<file path="src/rtl/mrs_pkg.sv">
package mrs_pkg;

    localparam int WORD_W       = 16;
    localparam int LINE_FIELD_W = 3;
    localparam int LPR_W        = 16;

    typedef struct packed {
        logic [7:0]              data;
        logic [LINE_FIELD_W-1:0] line;
        logic                    ferr;
        logic                    perr;
        logic                    ovr;
    } rx_entry_t;

    typedef struct packed {
        logic       rx_en;
        logic [3:0] speed;
        logic [1:0] len;
        logic       par_en;
        logic       par_odd;
        logic       stop2;
    } line_cfg_t;

    typedef struct packed {
        logic alarm_en;
        logic tx_ie;
        logic rx_ie;
        logic scan_en;
    } ctl_t;

    function automatic logic [WORD_W-1:0] pack_word(rx_entry_t e, logic v);
        return {v, e.ovr, e.ferr, e.perr, 1'b0, e.line, e.data};
    endfunction

    function automatic line_cfg_t decode_lpr(logic [LPR_W-1:0] w);
        line_cfg_t c;
        c.rx_en   = w[12];
        c.speed   = w[11:8];
        c.par_odd = w[7];
        c.par_en  = w[6];
        c.stop2   = w[5];
        c.len     = w[4:3];
        return c;
    endfunction

endpackage

</file>
<file path="src/rtl/mrs_line_regs.sv">
module mrs_line_regs
    import mrs_pkg::*;
#(
    parameter int NUM_LINES = 8
) (
    input  logic                  clk,
    input  logic                  rst,
    input  logic                  wr,
    input  logic [LPR_W-1:0]      wdata,
    output line_cfg_t [NUM_LINES-1:0] cfg
);
    for (genvar i = 0; i < NUM_LINES; i++) begin : g_line
        always_ff @(posedge clk) begin
            if (rst) begin
                cfg[i] <= '0;
            end else if (wr && (wdata[LINE_FIELD_W-1:0] == LINE_FIELD_W'(i))) begin
                cfg[i] <= decode_lpr(wdata);
            end
        end
    end
endmodule

</file>
<file path="src/rtl/mrs_capture.sv">
module mrs_capture
    import mrs_pkg::*;
#(
    parameter int NUM_LINES = 8
) (
    input  logic                       clk,
    input  logic                       rst,
    input  logic                       scan_en_i,
    input  logic [NUM_LINES-1:0]       rx_en_i,
    input  logic [NUM_LINES-1:0]       done_i,
    input  logic [NUM_LINES-1:0][7:0]  data_i,
    input  logic [NUM_LINES-1:0]       ferr_i,
    input  logic [NUM_LINES-1:0]       perr_i,
    input  logic                       full_i,
    output logic                       push_o,
    output rx_entry_t                  entry_o
);
    logic [NUM_LINES-1:0]      pend_q, ovr_q, ferr_q, perr_q;
    logic [NUM_LINES-1:0][7:0] data_q;
    logic [NUM_LINES-1:0]      grant;
    logic [LINE_FIELD_W-1:0]   gidx;
    logic                      found;

    // lowest-numbered waiting line wins
    always_comb begin
        grant = '0;
        gidx  = '0;
        found = 1'b0;
        for (int i = 0; i < NUM_LINES; i++) begin
            if (pend_q[i] && !found) begin
                grant[i] = 1'b1;
                gidx     = LINE_FIELD_W'(i);
                found    = 1'b1;
            end
        end
    end

    assign push_o        = scan_en_i && found && !full_i;
    assign entry_o.data  = data_q[gidx];
    assign entry_o.line  = gidx;
    assign entry_o.ferr  = ferr_q[gidx];
    assign entry_o.perr  = perr_q[gidx];
    assign entry_o.ovr   = ovr_q[gidx];

    for (genvar i = 0; i < NUM_LINES; i++) begin : g_slot
        logic take, lost;
        assign take = done_i[i] && rx_en_i[i];
        assign lost = (take && pend_q[i] && !grant[i]) || (grant[i] && full_i);

        always_ff @(posedge clk) begin
            if (rst || !scan_en_i) begin
                pend_q[i] <= 1'b0;
                ovr_q[i]  <= 1'b0;
                data_q[i] <= '0;
                ferr_q[i] <= 1'b0;
                perr_q[i] <= 1'b0;
            end else begin
                pend_q[i] <= take || (pend_q[i] && !grant[i]);
                ovr_q[i]  <= (ovr_q[i] && !(grant[i] && !full_i)) || lost;
                if (take) begin
                    data_q[i] <= data_i[i];
                    ferr_q[i] <= ferr_i[i];
                    perr_q[i] <= perr_i[i];
                end
            end
        end

        a_r5_disabled_line_ignored: assert property (@(posedge clk) disable iff (rst)
            (!rx_en_i[i] && !pend_q[i]) |=> !pend_q[i]);

        a_r8_drop_marks_overrun: assert property (@(posedge clk) disable iff (rst)
            (scan_en_i && grant[i] && full_i) |=> ovr_q[i]);
    end
endmodule

</file>
<file path="src/rtl/mrs_silo.sv">
module mrs_silo
    import mrs_pkg::*;
#(
    parameter int DEPTH = 64,
    localparam int PTR_W = $clog2(DEPTH),
    localparam int CNT_W = $clog2(DEPTH + 1)
) (
    input  logic             clk,
    input  logic             rst,
    input  logic             clear,
    input  logic             push,
    input  rx_entry_t        push_entry,
    input  logic             pop,
    output rx_entry_t        head,
    output logic [CNT_W-1:0] count,
    output logic             empty,
    output logic             full
);
    rx_entry_t        mem [DEPTH];
    logic [PTR_W-1:0] rd_ptr, wr_ptr;
    logic             do_push, do_pop;

    assign empty   = (count == '0);
    assign full    = (count == CNT_W'(DEPTH));
    assign do_push = push && !full;
    assign do_pop  = pop && !empty;
    assign head    = mem[rd_ptr];

    always_ff @(posedge clk) begin
        if (do_push && !rst && !clear) mem[wr_ptr] <= push_entry;
    end

    always_ff @(posedge clk) begin
        if (rst || clear) begin
            rd_ptr <= '0;
            wr_ptr <= '0;
            count  <= '0;
        end else begin
            if (do_push) wr_ptr <= wr_ptr + 1'b1;
            if (do_pop)  rd_ptr <= rd_ptr + 1'b1;
            count <= count + CNT_W'(do_push) - CNT_W'(do_pop);
        end
    end

    a_r8_no_overflow: assert property (@(posedge clk) disable iff (rst)
        count <= CNT_W'(DEPTH));

    a_r7_empty_pop_no_change: assert property (@(posedge clk) disable iff (rst)
        (!clear && pop && !push && empty) |=> empty);
endmodule

</file>
<file path="src/rtl/mux_rx_silo.sv">
module mux_rx_silo
    import mrs_pkg::*;
#(
    parameter int NUM_LINES   = 8,
    parameter int DEPTH       = 64,
    parameter int ALARM_LEVEL = 16,
    localparam int CNT_W = $clog2(DEPTH + 1)
) (
    input  logic                   clk,
    input  logic                   rst,
    input  logic                   ctl_wr,
    input  logic [3:0]             ctl_wdata,
    output logic [3:0]             ctl_state,
    input  logic                   lpr_wr,
    input  logic [15:0]            lpr_wdata,
    output logic [NUM_LINES-1:0]   cfg_rx_en,
    output logic [4*NUM_LINES-1:0] cfg_speed,
    output logic [2*NUM_LINES-1:0] cfg_char_len,
    output logic [NUM_LINES-1:0]   cfg_par_en,
    output logic [NUM_LINES-1:0]   cfg_par_odd,
    output logic [NUM_LINES-1:0]   cfg_stop2,
    input  logic [NUM_LINES-1:0]   char_done,
    input  logic [8*NUM_LINES-1:0] char_data,
    input  logic [NUM_LINES-1:0]   char_ferr,
    input  logic [NUM_LINES-1:0]   char_perr,
    input  logic                   rd_pop,
    output logic [15:0]            rd_word,
    output logic                   rx_irq
);
    ctl_t                      ctl_q;
    line_cfg_t [NUM_LINES-1:0] cfg;
    logic [NUM_LINES-1:0][7:0] data_arr;
    logic                      push, full, empty;
    rx_entry_t                 push_entry, head;
    logic [CNT_W-1:0]          count;

    always_ff @(posedge clk) begin
        if (rst)         ctl_q <= '0;
        else if (ctl_wr) ctl_q <= ctl_t'(ctl_wdata);
    end
    assign ctl_state = ctl_q;

    mrs_line_regs #(.NUM_LINES(NUM_LINES)) u_regs (
        .clk(clk), .rst(rst), .wr(lpr_wr), .wdata(lpr_wdata), .cfg(cfg)
    );

    for (genvar i = 0; i < NUM_LINES; i++) begin : g_map
        assign cfg_rx_en[i]          = cfg[i].rx_en;
        assign cfg_speed[4*i +: 4]   = cfg[i].speed;
        assign cfg_char_len[2*i +: 2] = cfg[i].len;
        assign cfg_par_en[i]         = cfg[i].par_en;
        assign cfg_par_odd[i]        = cfg[i].par_odd;
        assign cfg_stop2[i]          = cfg[i].stop2;
        assign data_arr[i]           = char_data[8*i +: 8];
    end

    mrs_capture #(.NUM_LINES(NUM_LINES)) u_cap (
        .clk(clk), .rst(rst), .scan_en_i(ctl_q.scan_en), .rx_en_i(cfg_rx_en),
        .done_i(char_done), .data_i(data_arr), .ferr_i(char_ferr), .perr_i(char_perr),
        .full_i(full), .push_o(push), .entry_o(push_entry)
    );

    mrs_silo #(.DEPTH(DEPTH)) u_silo (
        .clk(clk), .rst(rst), .clear(!ctl_q.scan_en), .push(push), .push_entry(push_entry),
        .pop(rd_pop), .head(head), .count(count), .empty(empty), .full(full)
    );

    assign rd_word = empty ? '0 : pack_word(head, 1'b1);
    assign rx_irq  = ctl_q.scan_en && ctl_q.rx_ie &&
                     (ctl_q.alarm_en ? (count >= CNT_W'(ALARM_LEVEL)) : !empty);

    a_r9_irq_needs_entry: assert property (@(posedge clk) disable iff (rst)
        rx_irq |-> rd_word[15]);

    a_r10_flush_when_idle: assert property (@(posedge clk) disable iff (rst)
        !ctl_q.scan_en |=> (rd_word == '0));

    a_r4_valid_word_shape: assert property (@(posedge clk) disable iff (rst)
        rd_word[15] |-> !rd_word[11]);
endmodule

</file>
<file path="config.mk">
export PLATFORM = sky130hd
export DESIGN_NAME = mux_rx_silo
export DESIGN_NICKNAME = d
export VERILOG_FILES = /design/src/rtl/mrs_pkg.sv /design/src/rtl/mrs_line_regs.sv /design/src/rtl/mrs_capture.sv /design/src/rtl/mrs_silo.sv /design/src/rtl/mux_rx_silo.sv
export SDC_FILE = /design/constraint.sdc
export NUM_CORES = 1
export LEC_CHECK = 0
export ABC_CLOCK_PERIOD_IN_PS = 5000
export BUFFER_PORTS_ARGS = -buffer_cell sky130_fd_sc_hd__buf_2
export CORE_ASPECT_RATIO = 0.5
export CORE_UTILIZATION = 60
export CTS_BUF_LIST = sky130_fd_sc_hd__clkbuf_2
export DETAILED_ROUTE_END_ITERATION = 8
export GPL_TIMING_DRIVEN = 0
export MAX_ROUTING_LAYER = met4
export PLACE_DENSITY = 0.8
export SETUP_SLACK_MARGIN = 0.05
export SYNTH_ARGS = -nofsm -noshare
export SYNTH_HDL_FRONTEND = slang
export SYNTH_SLANG_ARGS = --single-unit
</file>
<file path="constraint.sdc">
create_clock -name clk -period 5 [get_ports clk]
set_input_delay 0.5 -clock clk [delete_from_list [all_inputs] [get_ports clk]]
set_output_delay 0.5 -clock clk [all_outputs]
set_load 0.005 [all_outputs]
</file>
==> summary.txt, run 1 <==
Status
  – Status: did not finish
  – Fail Step: global routing
  – First error: [ERROR GRT-0232] Routing congestion too high. Check the congestion heatmap in the GUI.

Clock tree
  – CTS root buffer: clkbuf_2
  – CTS sink count: 1101
  – Post CTS Setup Buffer Count: 0
  – Htree depth: 4
  – Num CTS Buffers: 221
  – CTS Buffer Depth: 3

Floorplan
  – I/O Pins: 214
  – Rows: 68
  – Initial core utilization: 61.5%
  – Die height: 191 um
  – Die W: 380 um

Synth
  – Syn_nets: 2750
  – Number of flops mapped to enable cells by yosys: 896
  – Register area share after synthesis: 72.2%
  – Yosys top cell area share: 62.7%
  – FF+latch count, synth: 1101
  – Mapped Area: 42900 um2
  – Top post-synthesis cells by area: edfxtp_1 (63%), mux4_2 (12%), dfxtp_1 (9.6%)
  – Synthesis Warnings: 0
  – FFs w/ async S/R, synth: 0%
  – Area leader, netlist: edfxtp_1
  – Most common cell in the synthesized netlist: edfxtp_1
  – Top_reg_cell synth: edfxtp_1
  – Syn Inst Count: 2624
  – Post-Syn Area per Cell: 16.4 um2
  – Synth cell count leaders: edfxtp_1 (896), nand2_1 (398), mux4_2 (226)
  – Distinct cell type count after synthesis: 59

Placed design
  – Final HPWL DP: 81800 um
  – Worst slack at placement: 1.14 ns
  – IO Port Bufs: 193
  – Gpl congestion: 1.06
  – DP Area: 45600 um2

Global routing
  – Largest net degree at the start of global routing: 74
  – GR Overflow Total: 1
  – Antenna violations before repair: 26
  – All-layer global routing usage: 44.8%

Timing
  – WEP type: top-level output
  – Worst endpoint after global-route timing repair: rd_word[4]
what timing repair did:
action                     4_1_cts
hold buffers                   383
hold endpoints to repair       196
setup endpoints to repair       12
pin swaps                        0
gates resized for setup         17
kinds of logic after synthesis:
logic type	after synthesis	synth area share, %
AO/OA/AOI/OAI	398	5.86
XOR/XNOR	13	0.265
other	1	0.00873
flip-flops	1101	72.2
AND/OR/NAND/NOR	646	6.34
adder cells (fa/ha/maj)	13	0.396
multiplexers	262	12.7
buffers and inverters	190	2.22
stage by stage:
stage                     hold slack, ns  std cells  utilization, %  setup TNS (ns)
after global placement             0.439       3762            64.6         -747.14
after floorplan                    0.432       2624               -               0
after CTS                        0.00440       4569            73.8               0
after detailed placement           0.442       3790            65.3               0
layer usage:
layer / GRT overflow / global-route usage, %
met1: 0 / 51.2
met4: 1 / 28.3
met5: - / -
met2: 0 / 61.5
met3: 0 / 23.9
==> inputs of run 2 (changes only) <==
--- a/config.mk
+++ b/config.mk
@@ -7,14 +7,10 @@
 export LEC_CHECK = 0
 export ABC_CLOCK_PERIOD_IN_PS = 5000
 export BUFFER_PORTS_ARGS = -buffer_cell sky130_fd_sc_hd__buf_2
-export CORE_ASPECT_RATIO = 0.5
-export CORE_UTILIZATION = 60
-export CTS_BUF_LIST = sky130_fd_sc_hd__clkbuf_2
+export CORE_UTILIZATION = 40
 export DETAILED_ROUTE_END_ITERATION = 8
 export GPL_TIMING_DRIVEN = 0
-export MAX_ROUTING_LAYER = met4
-export PLACE_DENSITY = 0.8
-export SETUP_SLACK_MARGIN = 0.05
+export PLACE_DENSITY_LB_ADDON = 0.15
 export SYNTH_ARGS = -nofsm -noshare
 export SYNTH_HDL_FRONTEND = slang
 export SYNTH_SLANG_ARGS = --single-unit
==> run 2 against run 1 <==
Compared with the run above: synthesized cell count unchanged; the flow now finishes without violations; area after synthesis unchanged.
==> summary.txt, run 2 <==
Status
  – Status: finished, final reports clean (was did not finish)

Synth
  – Mapped Area: 42900 um2 (unchanged)
  – Distinct cell type count after synthesis: 59 (unchanged)
  – FF+latch count, synth: 1101 (unchanged)
  – Syn Inst Count: 2624 (unchanged)
  – Post-Syn Area per Cell: 16.4 um2 (unchanged)
  – FFs w/ async S/R, synth: 0% (unchanged)
  – Syn_nets: 2750 (unchanged)
  – Synth cell count leaders: edfxtp_1 (896), nand2_1 (398), mux4_2 (226) (unchanged)
  – Top post-synthesis cells by area: edfxtp_1 (63%), mux4_2 (12%), dfxtp_1 (9.6%) (unchanged)
  – Synthesis Warnings: 0 (unchanged)
  – Yosys top cell area share: 62.7% (unchanged)
  – Top_reg_cell synth: edfxtp_1 (unchanged)
  – Register area share after synthesis: 72.2% (unchanged)
  – Most common cell in the synthesized netlist: edfxtp_1 (unchanged)
  – Number of flops mapped to enable cells by yosys: 896 (unchanged)
  – Area leader, netlist: edfxtp_1 (unchanged)

Clock tree
  – Clk slew on worst S/H paths: 0.06 ns
  – CTS root buffer: clkbuf_16 (was clkbuf_2)
  – Htree depth: 3 (was 4)
  – CTS Buffer Depth: 3 (unchanged)
  – Num CTS Buffers: 113 (was 221)
  – Resized Gates After CTS: 0 (was 17)
  – Post CTS Setup Buffer Count: 0 (unchanged)
  – CTS sink count: 1101 (unchanged)
  – CTS tree: built
  – Clk_lat worst skew: 0.71 ns

Setup path
  – CP endpoint kind: output pin
  – CP Max Fanout: 10
  – CP arrival: 4.21 ns
  – Data required, critical path: 4.50 ns
  – Type of origin of the critical path: flop
  – Critical path type: flop to output pin

Detailed routing
  – DR vias: 25800
  – Initial DRC count: 2414
  – Drt drc: 0
  – Wirelength, routed: 129000 um
  – Routed len/inst: 28.7 um
  – DR vias/cell: 5.75
  – Pre-antenna DRT Iters: 5
  – Post-route ant nets: 0

Floorplan
  – I/O Pins: 214 (unchanged)
  – Core ar.: 106000 um2
  – Die W: 330 um (was 380 um)
  – Initial core utilization: 40.6% (was 61.5%)
  – Full die area: 109000 um2
  – Die height: 330 um (was 191 um)
  – Rows: 119 (was 68)

Finish
  – Layout area overhead: 17.2%
  – Largest register FFs: 896
  – Top Registers: u_silo.mem: 896 flops, u_regs.cfg: 80 flops, u_cap.data_q: 64 flops
  – Fin nets: 3122
  – Share of post-route cells with drive strength above 1: 25.7%
  – Top reg by flops: u_silo.mem
  – Cell Count, Final, Fillers Out: 4481
  – Most frequent cells in the layout: edfxtp_1 (896), nand2_1 (398), buf_2 (227)
  – Commonest non-fill, non-tap cell in the layout: edfxtp_1

Pwr
  – Logic pwr share: 1.1%
  – Sw frac: 20.2%
  – Maximum VDD drop: 0.271 mV
  – Clk pwr share: 45.1%
  – Pwr/cell area: 362 nW/um2
  – Static Leak: 18.1 nW
  – Reg power frac: 53.8%
  – Net Switching: 3.68 mW
  – Internal: 14.5 mW

Placed design
  – Dpl cells: 4259 (was 3790)
  – IO Port Bufs: 193 (unchanged)
  – Worst slack at placement: 0.931 ns (was 1.14 ns)
  – Gpl congestion: 0.959 (was 1.06)
  – Final HPWL DP: 89000 um (was 81800 um)

Global routing
  – Vias in the first global route: 25800
  – All-layer global routing usage: 23.8%
  – GR Overflow Total: 0
  – Largest net degree at the start of global routing: 74
  – Antenna violations before repair: 3
  – First-pass GRT wire length: 183000 um

Timing
  – WHS: 0.0397 ns
  – Final period utilization: 94.2%
  – Unrepaired setup endpoints after global routing: no
  – Worst-Margin Slew: 1.25 ns
  – Highest clock rate: 0.212 GHz
  – Max-slew violation count: 0
  – Slew headroom: 16.0%
  – Final worst setup slack: 0.289 ns
  – Skew final: 0.0252 ns
  – Final setup viols: 0
  – Final Hold Vio Count: 0
  – Post-layout min period: 4.71 ns

Min path
  – Worst min path class: primary input to flop

Flow run
  – Max Cap Viol: 0
==> run 2: through the flow <==
stage	total power, mW	util [%]	area [um2]	TNS (ns)
CTS	18.3	47.5	50300	0
global placement	10.2	43.1	45600	-1025.37
detailed placement	10.2	44.0	46600	0
global route	18.7	47.5	50300	0
floorplan	10.1	-	42900	0
finish	18.2	47.5	50300	0
==> run 2: kinds of logic after synthesis <==
| kind of cell | Yosys count | synth area share [%] |
|---|---|---|
| multiplexers | 262 | 12.7 |
| XOR/XNOR | 13 | 0.265 |
| buffers and inverters | 190 | 2.22 |
| AND/OR/NAND/NOR | 646 | 6.34 |
| other | 1 | 0.00873 |
| AO/OA/AOI/OAI | 398 | 5.86 |
| adder cells (fa/ha/maj) | 13 | 0.396 |
| flip-flops | 1101 | 72.2 |
==> run 2: power by group through the flow <==
stage	registers [mW]	logic, mW	clock network (mW)
global route	9.81	0.216	8.68
floorplan	10.0	0.0826	0
finish	9.81	0.199	8.22
CTS	9.81	0.199	8.33
detailed placement	10.0	0.191	0
global placement	10.0	0.183	0
==> run 2: layout make-up <==
type / count / area, um2
timing repair buffer: 257 / 1840
fill: 9019 / 55500
tap: 1391 / 1740
clock buffer: 153 / 3120
antenna: 1 / 2.50
buffer: 165 / 865
sequential: 1101 / 31000
inverter: 25 / 93.8
multi-input combinational: 1333 / 11200
clock inverter: 55 / 462
==> run 2: worst paths after layout <==
check                                start                            end  slack (ns)  cells after the start
max                                   flop                     rd_word[2]        0.29                      9
min                          char_data[14]  u_cap.data_q[14]$_SDFFE_PP0P_        0.04                      3
max reg2reg     u_cap.pend_q[1]$_SDFF_PP0_    u_silo.mem[50][9]$_DFFE_PP_        1.42                      7
min reg2reg  u_cap.data_q[40]$_SDFFE_PP0P_  u_cap.data_q[40]$_SDFFE_PP0P_        0.45                      2
==> run 2: metal layers <==
metal / routed length [um] / track usage (%) / up-vias
met4: 4330 / 7.78 / 6
met1: 51400 / 30.8 / 13400
met5: 97 / 0 / -
met2: 62300 / 39.3 / 1170
li1: - / - / 10900
met3: 10600 / 5.71 / 245
==> run 2: what timing repair did <==
item / in CTS / in global routing
hold buffers: 13 / 0
endpoints found under the hold margin: 13 / 0
endpoints found under the setup margin: 0 / 0
==> run 2: critical path: stages, from the launching register on <==
cell     delay (ns)
dfxtp_1        0.30
buf_4          0.18
buf_2          0.24
buf_2          0.30
nor2_1         0.97
a22oi_1        0.18
a31oi_1        0.35
a21oi_1        0.21
o21ai_0        0.54
buf_2          0.22
(Power assumes the default switching activity.)
